===== config.mk =====
export PLATFORM = sky130hd
export DESIGN_NAME = mcyc_sequencer
export DESIGN_NICKNAME = d
export VERILOG_FILES = /design/src/rtl/mcs_pkg.sv /design/src/rtl/mcs_slot_ctr.sv /design/src/rtl/mcs_cycle_fsm.sv /design/src/rtl/mcs_bus_drv.sv /design/src/rtl/mcyc_sequencer.sv
export SDC_FILE = /design/constraint.sdc
export NUM_CORES = 1
export LEC_CHECK = 0
export BUFFER_PORTS_ARGS = -buffer_cell sky130_fd_sc_hd__buf_2
export CAP_MARGIN = 10
export CORE_AREA = 10 10 76 85
export CTS_CLUSTER_SIZE = 8
export DETAILED_ROUTE_END_ITERATION = 10
export DIE_AREA = 0 0 86 95
export PLACE_DENSITY = 0.89
export SYNTH_ARGS = -nofsm -noshare
export SYNTH_HDL_FRONTEND = slang
export SYNTH_SLANG_ARGS = --single-unit

===== constraint.sdc =====
create_clock -name clk -period 2.6 [get_ports clk]
set_input_delay 0.52 -clock clk [delete_from_list [all_inputs] [get_ports clk]]
set_output_delay 0.52 -clock clk [all_outputs]
set_load 0.01 [all_outputs]

===== src/rtl/mcs_pkg.sv =====
package mcs_pkg;
  typedef enum logic [2:0] {
    CK_IDLE    = 3'd0,
    CK_FETCH   = 3'd1,
    CK_EXEC1   = 3'd2,
    CK_EXEC2   = 3'd3,
    CK_DMA_IN  = 3'd4,
    CK_DMA_OUT = 3'd5
  } cyc_kind_e;

  function automatic logic kind_is_dma(cyc_kind_e k);
    return (k == CK_DMA_IN) || (k == CK_DMA_OUT);
  endfunction
endpackage


===== src/rtl/mcs_slot_ctr.sv =====
module mcs_slot_ctr #(
  parameter int SLOTS = 8,
  localparam int SLOT_W = $clog2(SLOTS)
) (
  input  logic              clk,
  input  logic              rst,
  input  logic              restart,
  input  logic              adv,
  output logic [SLOT_W-1:0] slot,
  output logic              last
);
  assign last = (slot == SLOT_W'(SLOTS - 1));

  always_ff @(posedge clk) begin
    if (rst || restart) slot <= '0;
    else if (adv)       slot <= last ? '0 : slot + 1'b1;
  end

  AST_SLOT_STEP: assert property (@(posedge clk) disable iff (rst)
    (adv && !restart && !last) |=> slot == $past(slot) + 1'b1);
  AST_SLOT_FROZEN: assert property (@(posedge clk) disable iff (rst)
    (!adv && !restart) |=> $stable(slot));
endmodule


===== src/rtl/mcs_cycle_fsm.sv =====
module mcs_cycle_fsm
  import mcs_pkg::*;
(
  input  logic      clk,
  input  logic      rst,
  input  logic      enter_load,
  input  logic      force_fetch,
  input  logic      load_level,
  input  logic      adv,
  input  logic      last,
  input  logic      long_op,
  input  logic      dma_in_req,
  input  logic      dma_out_req,
  output cyc_kind_e kind,
  output cyc_kind_e next_kind,
  output logic      load_q,
  output logic      kind_step
);
  cyc_kind_e after_instr;

  assign kind_step = adv && last;

  always_comb begin
    if (dma_in_req)       after_instr = CK_DMA_IN;
    else if (dma_out_req) after_instr = CK_DMA_OUT;
    else                  after_instr = CK_FETCH;

    if (load_q) begin
      next_kind = dma_in_req ? CK_DMA_IN : CK_IDLE;
    end else begin
      case (kind)
        CK_FETCH: next_kind = CK_EXEC1;
        CK_EXEC1: next_kind = long_op ? CK_EXEC2 : after_instr;
        CK_IDLE:  next_kind = CK_FETCH;
        default:  next_kind = after_instr;
      endcase
    end
  end

  always_ff @(posedge clk) begin
    if (rst) begin
      kind   <= CK_FETCH;
      load_q <= 1'b0;
    end else begin
      load_q <= load_level;
      if (enter_load)       kind <= CK_IDLE;
      else if (force_fetch) kind <= CK_FETCH;
      else if (kind_step)   kind <= next_kind;
    end
  end

  AST_WAIT_FREEZE: assert property (@(posedge clk) disable iff (rst)
    (!adv && !enter_load && !force_fetch) |=> $stable(kind));
  AST_LOAD_NO_FETCH: assert property (@(posedge clk) disable iff (rst)
    load_q |-> kind != CK_FETCH);
  AST_IN_FIRST: assert property (@(posedge clk) disable iff (rst)
    (kind_step && !load_q && dma_in_req && kind inside {CK_EXEC2, CK_DMA_IN, CK_DMA_OUT})
      |=> kind == CK_DMA_IN);
  AST_CLEAR_FETCH: assert property (@(posedge clk) disable iff (rst)
    force_fetch |=> kind == CK_FETCH);
endmodule


===== src/rtl/mcs_bus_drv.sv =====
module mcs_bus_drv
  import mcs_pkg::*;
#(
  parameter int ADDR_W = 16,
  parameter int DATA_W = 8,
  parameter int SLOTS  = 8,
  localparam int SLOT_W = $clog2(SLOTS),
  localparam int BUS_W  = ADDR_W / 2
) (
  input  logic              clk,
  input  logic              rst,
  input  logic [SLOT_W-1:0] slot,
  input  cyc_kind_e         kind,
  input  cyc_kind_e         next_kind,
  input  logic              kind_step,
  input  logic              force_fetch,
  input  logic              enter_load,
  input  logic              adv,
  input  logic [ADDR_W-1:0] fetch_addr,
  input  logic [ADDR_W-1:0] exec_addr,
  input  logic [ADDR_W-1:0] r0_val,
  input  logic              exec_wr,
  input  logic [DATA_W-1:0] ext_data,
  input  logic [DATA_W-1:0] core_wdata,
  output logic [BUS_W-1:0]  abus,
  output logic              hi_phase,
  output logic              mrd,
  output logic              mwr,
  output logic [DATA_W-1:0] mem_wdata
);
  localparam int HI_SLOTS = 2;
  localparam int RD_FIRST = 2;
  localparam int RD_LAST  = SLOTS - 2;
  localparam int WR_FIRST = SLOTS - 3;
  localparam int WR_LAST  = SLOTS - 2;
  localparam int CAP_SLOT = SLOTS - 4;

  logic [ADDR_W-1:0] addr_q, nxt_addr;
  logic              wr_q, nxt_wr;
  logic              early;

  always_comb begin
    case (next_kind)
      CK_FETCH:           nxt_addr = fetch_addr;
      CK_EXEC1, CK_EXEC2: nxt_addr = exec_addr;
      default:            nxt_addr = r0_val;
    endcase
    nxt_wr = (next_kind == CK_DMA_IN) ||
             ((next_kind == CK_EXEC1 || next_kind == CK_EXEC2) && exec_wr);
  end

  always_ff @(posedge clk) begin
    if (rst) begin
      addr_q    <= '0;
      wr_q      <= 1'b0;
      mem_wdata <= '0;
    end else if (force_fetch) begin
      addr_q <= fetch_addr;
      wr_q   <= 1'b0;
    end else if (enter_load) begin
      addr_q <= r0_val;
      wr_q   <= 1'b0;
    end else if (kind_step) begin
      addr_q <= nxt_addr;
      wr_q   <= nxt_wr;
    end else if (adv && wr_q && slot == SLOT_W'(CAP_SLOT)) begin
      mem_wdata <= (kind == CK_DMA_IN) ? ext_data : core_wdata;
    end
  end

  assign early    = slot < SLOT_W'(HI_SLOTS);
  assign hi_phase = early && (kind != CK_IDLE);
  assign abus     = early ? addr_q[ADDR_W-1 -: BUS_W] : addr_q[BUS_W-1:0];
  assign mrd      = (kind != CK_IDLE) && !wr_q &&
                    slot >= SLOT_W'(RD_FIRST) && slot <= SLOT_W'(RD_LAST);
  assign mwr      = wr_q && slot >= SLOT_W'(WR_FIRST) && slot <= SLOT_W'(WR_LAST);

  AST_ADDR_HOLD: assert property (@(posedge clk) disable iff (rst)
    (!kind_step && !force_fetch && !enter_load) |=> $stable(addr_q));
  AST_WDATA_STEADY: assert property (@(posedge clk) disable iff (rst)
    (mwr && $past(mwr)) |-> $stable(mem_wdata));
endmodule


===== src/rtl/mcyc_sequencer.sv =====
module mcyc_sequencer
  import mcs_pkg::*;
#(
  parameter int ADDR_W = 16,
  parameter int DATA_W = 8,
  parameter int SLOTS  = 8,
  localparam int SLOT_W = $clog2(SLOTS),
  localparam int BUS_W  = ADDR_W / 2
) (
  input  logic              clk,
  input  logic              rst,
  input  logic              clear_req,
  input  logic              wait_req,
  input  logic              dma_in_req,
  input  logic              dma_out_req,
  input  logic              long_op,
  input  logic              exec_wr,
  input  logic [ADDR_W-1:0] fetch_addr,
  input  logic [ADDR_W-1:0] exec_addr,
  input  logic [ADDR_W-1:0] r0_val,
  input  logic [DATA_W-1:0] ext_data,
  input  logic [DATA_W-1:0] core_wdata,
  output logic [BUS_W-1:0]  abus,
  output logic              hi_phase,
  output logic              mrd,
  output logic              mwr,
  output logic [DATA_W-1:0] mem_wdata,
  output logic              r0_inc,
  output logic [SLOT_W-1:0] slot,
  output logic [2:0]        cyc_kind
);
  cyc_kind_e kind, next_kind;
  logic load_q, kind_step, last;
  logic load_level, enter_load, force_fetch, adv;

  assign load_level  = clear_req && wait_req;
  assign enter_load  = load_level && !load_q;
  assign force_fetch = clear_req && !wait_req;
  assign adv         = !rst && ((!clear_req && !wait_req) || (load_level && load_q));

  mcs_slot_ctr #(.SLOTS(SLOTS)) slot_i (
    .clk(clk), .rst(rst), .restart(enter_load || force_fetch),
    .adv(adv), .slot(slot), .last(last)
  );

  mcs_cycle_fsm fsm_i (
    .clk(clk), .rst(rst), .enter_load(enter_load), .force_fetch(force_fetch),
    .load_level(load_level), .adv(adv), .last(last), .long_op(long_op),
    .dma_in_req(dma_in_req), .dma_out_req(dma_out_req), .kind(kind),
    .next_kind(next_kind), .load_q(load_q), .kind_step(kind_step)
  );

  mcs_bus_drv #(.ADDR_W(ADDR_W), .DATA_W(DATA_W), .SLOTS(SLOTS)) bus_i (
    .clk(clk), .rst(rst), .slot(slot), .kind(kind), .next_kind(next_kind),
    .kind_step(kind_step), .force_fetch(force_fetch), .enter_load(enter_load),
    .adv(adv), .fetch_addr(fetch_addr), .exec_addr(exec_addr), .r0_val(r0_val),
    .exec_wr(exec_wr), .ext_data(ext_data), .core_wdata(core_wdata),
    .abus(abus), .hi_phase(hi_phase), .mrd(mrd), .mwr(mwr), .mem_wdata(mem_wdata)
  );

  assign r0_inc   = kind_step && kind_is_dma(kind);
  assign cyc_kind = kind;

  AST_R0_INC_DMA: assert property (@(posedge clk) disable iff (rst)
    r0_inc |-> (cyc_kind == 3'd4 || cyc_kind == 3'd5));
  AST_CLEAR_SLOT0: assert property (@(posedge clk) disable iff (rst)
    force_fetch |=> (slot == '0 && !mrd && !mwr));
endmodule


==> impl_metrics.py, run 1 <==
metrics = {
    "run_status": {
        "status": "complete, no violations",
    },
    "drt": {
        "drt_pre_antenna_iters": 5,
        "drt_iter0_markers": 246,
        "route.vias.total": 2650,
        "wl_per_cell_um": 17.3,
        "ant_nets": 0,
        "viasPerCell": 6.06,
        "wl_met1_um": 3200,
        "wl_met2_um": 3230,
        "wl_met3_um": 937,
        "top_layer": "met4",
        "drcViolationCount": 0,
        "routed_wl_um": 7550,
    },
    "clock_tree": {
        "clockBufferDepth": 2,
        "cts_buffers": 5,
        "hold_buffers": 0,
        "cts_htree_levels": 2,
        "clock-root-buffer": "clkbuf_8",
        "ctsResizeCount": 0,
        "clock_latency_ns": 0.29,
        "cts_tree": "yes",
        "cts.clk_slew.worst_paths_ns": 0.06,
        "post_cts_buffers": 0,
        "clkSinkCount": 32,
    },
    "yosys": {
        "netlist_instances": 287,
        "synth_top_area_cell": "dfxtp_1",
        "synth_top_family_by_area": "compound AO/OA/AOI/OAI gates",
        "synth_adder_area_share_pct": 2.81,
        "syn-num-nets": 364,
        "postSynthAreaPerCell_um2": 7.77,
        "ys_types": 48,
        "yosys_warnings": 0,
        "yosys.cell_count.top_type": "dfxtp_1",
        "synth-compound-area-share_pct": 30.8,
        "syn_area_um2": 2230,
        "synth_enable_flop_cells": 0,
        "netlist_top_cells_area": "dfxtp_1, nand3_1, o21ai_0",
        "synth-async-reset-ratio_pct": 0,
        "synth_xor_area_share_pct": 0.393,
        "synthTopCellsByCount": "dfxtp_1, nand3_1, o21ai_0",
        "yosysTopAreaCellShare_pct": 28.7,
        "synth_simple_gate_area_share_pct": 21.4,
        "yosysSeqAreaShare_pct": 28.7,
        "muxShareOfSynthArea_pct": 8.53,
        "ys.flop_type": "dfxtp_1",
        "ys_seq_elements": 32,
    },
    "layout": {
        "final_core_util_pct": 58.9,
        "antennaDiodeCount": 0,
        "syn2layout_area_growth_pct": 27.6,
        "nets": 455,
        "layout-drive-gt1-share_pct": 33.8,
    },
    "setup_path": {
        "max_stage_delay_ns": 0.51,
        "reg2regPathDepth": 7,
        "slowest_stage": "dfxtp_1",
        "worstSetupEndpoint": "r0_inc",
        "rrSetupSlack_ns": 0.46,
        "path_max_fanout": 9,
        "critPathLaunchType": "register",
        "critPathTopFamily": "flip-flops",
        "regToRegStartpoint": "slot_i.slot[1]$_SDFFE_PP0P_",
        "arrival_ns": 1.89,
        "cp_common_cell": "ha_1",
        "crit_path_end_kind": "primary output",
        "startpoint": "slot_i.slot[1]$_SDFFE_PP0P_",
        "critPathBufInv": 1,
        "path_cells": "ha_1, ha_1, and3_1, and3b_1, buf_2",
        "r2r_end": "bus_i.mem_wdata[3]$_SDFFE_PP0P_",
        "required_ns": 2.08,
        "cp.depth": 5,
        "crit_type": "reg2out",
    },
    "grt": {
        "grt_max_degree": 26,
        "grt_pass1_wl_um": 12100,
        "grt.total_usage_pct": 18.1,
        "overflow": 0,
        "antenna_found_initial": 0,
        "grt_pass1_vias": 2648,
    },
    "floorplanning": {
        "die_h_um": 95,
        "core_um2": 4830,
        "dieArea_um2": 8170,
        "pin_count": 98,
        "rows": 27,
        "initial_utilization_pct": 46.2,
        "fp.dieW_um": 86,
    },
    "sta": {
        "post-route-period-util_pct": 92.5,
        "rsz0062_at_grt": "no",
        "setup_tns_ns": 0,
        "hold_viol": 0,
        "tightest_slew_ns": 0.594,
        "period_minus_slack_ns": 2.41,
        "skew_ns": 0.00485,
        "slew_headroom_pct": 60.4,
        "holdWs_ns": 0.494,
        "fmax_mhz": 416,
        "slew_violations": 0,
        "setup-violations-final": 0,
    },
    "power_and_ir_drop": {
        "clkPwrFrac_pct": 32.2,
        "switching_share_pct": 30.5,
        "p_leak_nw": 1.25,
        "p_switching_mw": 0.383,
        "p_int_mw": 0.871,
        "combPwrFrac_pct": 24.9,
        "seqPwrFrac_pct": 42.9,
        "power.density_nw_per_um2": 441,
        "vdd_drop_max_v": 0.000239,
        "p_total_mw": 1.25,
    },
    "hold_path": {
        "hold_path.class": "reg2reg",
    },
    "place": {
        "place_congestion": 0.852,
        "portBuffers": 97,
        "hpwlAfterDp_um": 5710,
    },
    "run": {
        "cap_violations": 0,
    },
}
[power groups by stage]
| stage | Clock [mW] | Combinational (mW) | Sequential (mW) |
|---|---|---|---|
| after floorplan | 0 | 0.183 | 0.542 |
| after global placement | 0 | 0.299 | 0.547 |
| after detailed placement | 0 | 0.306 | 0.548 |
| after CTS | 0.411 | 0.308 | 0.537 |
| after global routing | 0.440 | 0.344 | 0.541 |
| final | 0.404 | 0.312 | 0.538 |
[metal layers]
metal / vias to the layer above / global-route usage (%)
met4: 0 / 8.52
li1: 1253 / -
met1: 1179 / 21.1
met3: 19 / 7.58
met2: 199 / 28.0
met5: - / 0
[worst register-to-register path, stage by stage, from the launching register on]
cell       delay, ns
dfxtp_1         0.40
ha_1            0.24
ha_1            0.23
a22o_4          0.30
a2111oi_4       0.30
buf_4           0.26
nor2_1          0.06
a211oi_1        0.25
[logic make-up after synthesis]
kind of cell               count (synthesis)
and+or+nand+nor                           98
DFF                                       32
adders and majority gates                  5
muxes                                     18
buffers and inverters                     38
AOI/OAI and AO/OA                         95
xor gates and xnor gates                   1
[state kept, by name (all words and copies together), names as in the netlist]
signal,count
slot_i.slot,3
bus_i.addr_q,16
bus_i.mem_wdata,8
fsm_i.kind,3
fsm_i.load_q,1
bus_i.wr_q,1
[metrics by stage]
stage | instance area, µm² | cells | setup slack, ns
floorplan | 2230 | 287 | 0.623
global placement | 2760 | 429 | 0.354
global route | 2850 | 437 | 0.0543
detailed placement | 2760 | 429 | 0.296
CTS | 2850 | 437 | 0.199
finish | 2850 | 437 | 0.195
[cells in the final DEF, fill, tap and decap left out, types with 3 or more instances in the layout]
| master | count |
|---|---|
| nand2_1 | 22 |
| and2_1 | 6 |
| o21ai_0 | 30 |
| nand3_1 | 30 |
| mux2i_1 | 10 |
| a21oi_1 | 5 |
| o211ai_1 | 5 |
| mux2_2 | 8 |
| nor3_1 | 5 |
| a311oi_1 | 4 |
| dfxtp_1 | 32 |
| and3b_1 | 3 |
| a221oi_1 | 12 |
| nor2b_1 | 3 |
| a211oi_1 | 6 |
| o22ai_1 | 4 |
| clkbuf_8 | 6 |
| buf_4 | 9 |
| a31oi_1 | 12 |
| nor2_1 | 20 |
| buf_2 | 97 |
| ha_1 | 5 |
| inv_1 | 15 |
[how the worst min path moves through the flow]
stage,startpoint,end,slack [ns],depth (start not counted)
floorplan,bus_i.wr_q$_SDFFE_PP0P_,bus_i.wr_q$_SDFFE_PP0P_,0.51,2
global placement,bus_i.mem_wdata[6]$_SDFFE_PP0P_,bus_i.mem_wdata[6]$_SDFFE_PP0P_,0.48,2
detailed placement,bus_i.mem_wdata[5]$_SDFFE_PP0P_,bus_i.mem_wdata[5]$_SDFFE_PP0P_,0.49,2
CTS,bus_i.mem_wdata[5]$_SDFFE_PP0P_,bus_i.mem_wdata[5]$_SDFFE_PP0P_,0.50,2
global route,fetch_addr[13],bus_i.addr_q[13]$_SDFFE_PP0P_,0.50,3
finish,bus_i.mem_wdata[5]$_SDFFE_PP0P_,bus_i.mem_wdata[5]$_SDFFE_PP0P_,0.49,2
[cell type report]
class                      count  area, µm²
tap                           58       72.6
multi-input combinational    217       1430
inverter                      16       62.6
fill                         436       1990
timing repair buffer         106        553
sequential                    32        641
clock buffer                   8       90.1
Power figures use the tool's default switching activity.
==> inputs of run 2 (changes only) <==
Settings changed: PLACE_DENSITY 0.89 to unset, PLACE_DENSITY_LB_ADDON set to 0.1.
==> run 2 against run 1 <==
  * Maximum frequency rose by 7.2%
  * Final area increased by 0.35%
  * Sequential power hardly changed
  * Core utilization grew 0.21 points
  * Clock skew increased by 0.0023 ns
  * Via count decreased by 4.0%
  * Combinational power hardly changed
  * Routed wire length down 2.1%
  * Cell count grew 0.23%
  * Flip-flop and latch count is the same
==> impl_metrics.py, run 2 (same netlist as run 1, synthesis figures left out) <==
metrics = {
    "setup_path": {
        "crit_type": "reg2out",
        "crit_path_end_kind": "primary output",
        "critPathLaunchType": "register",
        "required_ns": 2.08,
        "arrival_ns": 1.72,
        "path_max_fanout": 9,
    },
    "drt": {
        "route.vias.total": 2543,
        "wl_per_cell_um": 16.9,
        "viasPerCell": 5.81,
        "ant_nets": 0,
        "drcViolationCount": 0,
        "drt_pre_antenna_iters": 5,
        "routed_wl_um": 7390,
        "drt_iter0_markers": 150,
    },
    "place": {
        "portBuffers": 97,
        "hpwlAfterDp_um": 5460,
        "placed_cell_area_um2": 2760,
        "dp.cells": 430,
        "place_congestion": 0.842,
        "post-place-ws_ns": 0.373,
    },
    "sta": {
        "skew_ns": 0.00711,
        "slew_violations": 0,
        "rsz0062_at_grt": "no",
        "period_minus_slack_ns": 2.24,
        "post-route-period-util_pct": 86.3,
        "setup_tns_ns": 0,
        "setup-violations-final": 0,
        "fmax_mhz": 446,
        "tightest_slew_ns": 0.606,
        "hold_viol": 0,
        "slew_headroom_pct": 59.6,
        "fin_ws_ns": 0.357,
    },
    "layout": {
        "antennaDiodeCount": 0,
        "reg.largest.list": "bus_i.addr_q (16), bus_i.mem_wdata (8)",
        "final_common_cell": "buf_2",
        "nets": 456,
        "largest_reg_flops": 16,
        "layout-drive-gt1-share_pct": 34.5,
        "syn2layout_area_growth_pct": 28.1,
        "n_fill_cell": 479,
        "stdcell_area_um2": 2860,
        "final_cell_mix": "buf_2, dfxtp_1, nand3_1, o21ai_0, nand2_1",
        "largest-register": "bus_i.addr_q",
        "final_cells": 438,
    },
    "grt": {
        "grt.total_usage_pct": 17.8,
        "grt_max_degree": 26,
        "antenna_found_initial": 0,
        "grt_pass1_vias": 2589,
        "grt_pass1_wl_um": 12100,
        "overflow": 0,
    },
    "clock_tree": {
        "cts_tree": "yes",
        "clock-root-buffer": "clkbuf_8",
        "cts_buffers": 5,
        "cts.clk_slew.worst_paths_ns": 0.07,
        "cts_htree_levels": 2,
        "clkSinkCount": 32,
        "ctsResizeCount": 0,
        "clock_latency_ns": 0.29,
        "post_cts_buffers": 0,
        "clockBufferDepth": 2,
        "hold_buffers": 0,
    },
    "power_and_ir_drop": {
        "combPwrFrac_pct": 24.7,
        "p_switching_mw": 0.386,
        "switching_share_pct": 30.8,
        "p_int_mw": 0.866,
        "power.density_nw_per_um2": 439,
        "clkPwrFrac_pct": 32.4,
        "seqPwrFrac_pct": 42.9,
        "vdd_drop_max_v": 0.000218,
        "p_leak_nw": 1.26,
    },
    "floorplanning": {
        "core_um2": 4830,
        "die_h_um": 95,
        "rows": 27,
        "fp.dieW_um": 86,
        "dieArea_um2": 8170,
        "initial_utilization_pct": 46.2,
        "pin_count": 98,
    },
    "run": {
        "cap_violations": 0,
    },
    "run_status": {
        "status": "complete, no violations",
    },
    "hold_path": {
        "hold_path.class": "reg2reg",
    },
}
==> run 2: critical path: stages (launching register included) <==
cell	delay, ns
dfxtp_1	0.52
ha_1	0.22
ha_1	0.22
and3_1	0.20
and3b_1	0.15
buf_2	0.12
==> run 2: path summary, 6_finish.rpt <==
path	from	end	slack (ns)	cells past startpoint
min reg2reg	bus_i.mem_wdata[0]$_SDFFE_PP0P_	bus_i.mem_wdata[0]$_SDFFE_PP0P_	0.50	2
max	slot_i.slot[1]$_SDFFE_PP0P_	r0_inc	0.36	5
max reg2reg	slot_i.slot[1]$_SDFFE_PP0P_	bus_i.addr_q[0]$_SDFFE_PP0P_	0.52	6
min	bus_i.mem_wdata[0]$_SDFFE_PP0P_	bus_i.mem_wdata[0]$_SDFFE_PP0P_	0.50	2
==> run 2: metal layers <==
layer / wire [µm] / global-route usage, % / up-vias
met3: 682 / 6.63 / 8
met4: 52 / 5.91 / 0
met1: 3100 / 20.5 / 1159
met5: 0 / 0 / -
met2: 3560 / 29.7 / 116
li1: - / - / 1260
==> run 2: per-stage QoR <==
step	hold slack (ns)	power, mW	util, %
after floorplan	0.509	0.725	-
after global placement	0.484	0.851	57.2
after detailed placement	0.489	0.855	57.2
after CTS	0.497	1.26	59.1
after global routing	0.510	1.32	59.1
final	0.497	1.25	59.1
==> run 2: layout make-up <==
type	count	area [µm²]	share of cell area [%]
clock buffers	6	82.6	2.89
clock inverters	2	10.0	0.351
inverters	16	62.6	2.19
multi-input cells	217	1430	50.0
flip-flops and latches	32	641	22.4
well taps	58	72.6	2.54
repair buffers	107	561	19.6
==> run 2: power by group through the flow <==
| stage | Clock, mW | Sequential (mW) | Combinational, mW |
|---|---|---|---|
| final | 0.406 | 0.537 | 0.309 |
| after global routing | 0.430 | 0.541 | 0.345 |
| after global placement | 0 | 0.547 | 0.304 |
| after floorplan | 0 | 0.542 | 0.183 |
| after CTS | 0.414 | 0.537 | 0.308 |
| after detailed placement | 0 | 0.548 | 0.307 |
==> inputs of run 3 (changes only) <==
Settings changed: RECOVER_POWER set to 100.
==> run 3 against run 2 <==
  * Die area did not move
  * Core utilization fell by 1.0 points
  * Critical path type unchanged
  * Final area fell by 1.8%
  * Register-to-register slack got worse by 0.15 ns
  * Sequential power barely moved
  * Maximum frequency fell by 1.3%
==> impl_metrics.py, run 3 (same netlist as run 1, synthesis figures left out) <==
metrics = {
    "setup_path": {
        "critPathLaunchType": "register",
        "path_cells": "ha_1, ha_1, and3_1, and3b_1, clkbuf_1",
        "required_ns": 2.08,
        "crit_type": "reg2out",
        "max_stage_delay_ns": 0.52,
        "critPathBufInv": 1,
        "slowest_stage": "dfxtp_1",
        "path_max_fanout": 9,
        "crit_path_end_kind": "primary output",
        "arrival_ns": 1.75,
        "cp_common_cell": "ha_1",
        "critPathTopFamily": "flip-flops",
    },
    "sta": {
        "rsz0062_at_grt": "no",
        "skew_ns": 0.00741,
        "setup-violations-final": 0,
        "slew_headroom_pct": 49.2,
        "slew_violations": 0,
        "post-route-period-util_pct": 87.4,
        "fmax_mhz": 440,
        "holdWs_ns": 0.499,
        "fin_ws_ns": 0.327,
        "hold_viol": 0,
        "period_minus_slack_ns": 2.27,
        "setup_tns_ns": 0,
        "tightest_slew_ns": 0.761,
    },
    "floorplanning": {
        "rows": 27,
        "die_h_um": 95,
        "dieArea_um2": 8170,
        "fp.dieW_um": 86,
        "core_um2": 4830,
        "pin_count": 98,
        "initial_utilization_pct": 46.2,
    },
    "place": {
        "portBuffers": 97,
        "hpwlAfterDp_um": 5460,
        "post-place-ws_ns": 0.373,
        "place_congestion": 0.842,
    },
    "layout": {
        "syn2layout_area_growth_pct": 25.8,
        "largest-register": "bus_i.addr_q",
        "antennaDiodeCount": 0,
        "largest_reg_flops": 16,
        "nets": 456,
        "final_common_cell": "buf_2",
        "reg.largest.list": "bus_i.addr_q (16), bus_i.mem_wdata (8)",
        "layout-drive-gt1-share_pct": 26.8,
        "final_cell_mix": "buf_2, dfxtp_1, nand3_1, o21ai_0, clkbuf_1",
    },
    "grt": {
        "grt_pass1_vias": 2589,
        "grt_pass1_wl_um": 12100,
        "grt_max_degree": 26,
        "grt.total_usage_pct": 17.8,
        "grt_use_met2_pct": 29.7,
        "gr-usage-met1_pct": 20.5,
        "antenna_found_initial": 0,
        "gr-usage-met3_pct": 6.63,
        "busiest_layer": "met2",
        "overflow": 0,
    },
    "power_and_ir_drop": {
        "p_leak_nw": 1.15,
        "vdd_drop_max_v": 0.000219,
        "power.density_nw_per_um2": 444,
        "p_total_mw": 1.25,
    },
    "drt": {
        "drcViolationCount": 0,
        "route.vias.total": 2532,
        "viasPerCell": 5.78,
        "drt_pre_antenna_iters": 4,
        "drt_iter0_markers": 170,
        "wl_per_cell_um": 16.8,
        "ant_nets": 0,
        "routed_wl_um": 7380,
    },
    "run": {
        "cap_violations": 0,
    },
    "clock_tree": {
        "ctsResizeCount": 0,
        "cts.clk_slew.worst_paths_ns": 0.07,
        "clockBufferDepth": 2,
        "cts_htree_levels": 2,
        "cts_buffers": 5,
        "post_cts_buffers": 0,
        "hold_buffers": 0,
        "clock_latency_ns": 0.29,
        "clock-root-buffer": "clkbuf_8",
        "cts_tree": "yes",
        "clkSinkCount": 32,
    },
    "run_status": {
        "status": "complete, no violations",
    },
    "hold_path": {
        "hold_path.class": "reg2reg",
    },
}
run 3: power by group:
group	total (mW)	switching (mW)	internal, mW
clock	0.406	0.194	0.211
combinational	0.303	0.171	0.132
sequential	0.537	0.0202	0.517
total	1.25	0.385	0.861
run 3: worst min-delay path, delay by kind of cell (launching register included):
kind            cells  cell delay, ns
flops               1            0.31
simple gates        1            0.09
compound gates      1            0.05
run 3: per-layer routing:
metal  vias to the layer above  wire length [µm]
met3                        14               613
li1                       1260                 -
met2                        95              3590
met4                         0                90
met5                         -                 0
met1                      1163              3080
run 3: layout make-up:
class                           instances  area (µm²)
Inverter                               16        62.6
Timing Repair Buffer                  107         522
Multi-Input combinational cell        217        1420
Sequential cell                        32         641
Fill cell                             491        2030
Tap cell                               58        72.6
Clock buffer                            6        82.6
Clock inverter                          2        10.0
run 3: per-stage QoR:
| stage | cell area [µm²] | cells | util, % |
|---|---|---|---|
| 4_1_cts | 2860 | 438 | 59.1 |
| 2_1_floorplan | 2230 | 287 | - |
| 3_5_place_dp | 2760 | 430 | 57.2 |
| 3_3_place_gp | 2760 | 430 | 57.2 |
| 6_report | 2810 | 438 | 58.1 |
| 5_1_grt | 2810 | 438 | 58.1 |
run 3: final timing paths:
path | from | cells after the start | slack, ns | endpoint
max | slot_i.slot[1]$_SDFFE_PP0P_ | 5 | 0.33 | r0_inc
min | bus_i.mem_wdata[3]$_SDFFE_PP0P_ | 2 | 0.50 | bus_i.mem_wdata[3]$_SDFFE_PP0P_
max reg2reg | slot_i.slot[1]$_SDFFE_PP0P_ | 6 | 0.37 | bus_i.addr_q[7]$_SDFFE_PP0P_
min reg2reg | bus_i.mem_wdata[3]$_SDFFE_PP0P_ | 2 | 0.50 | bus_i.mem_wdata[3]$_SDFFE_PP0P_
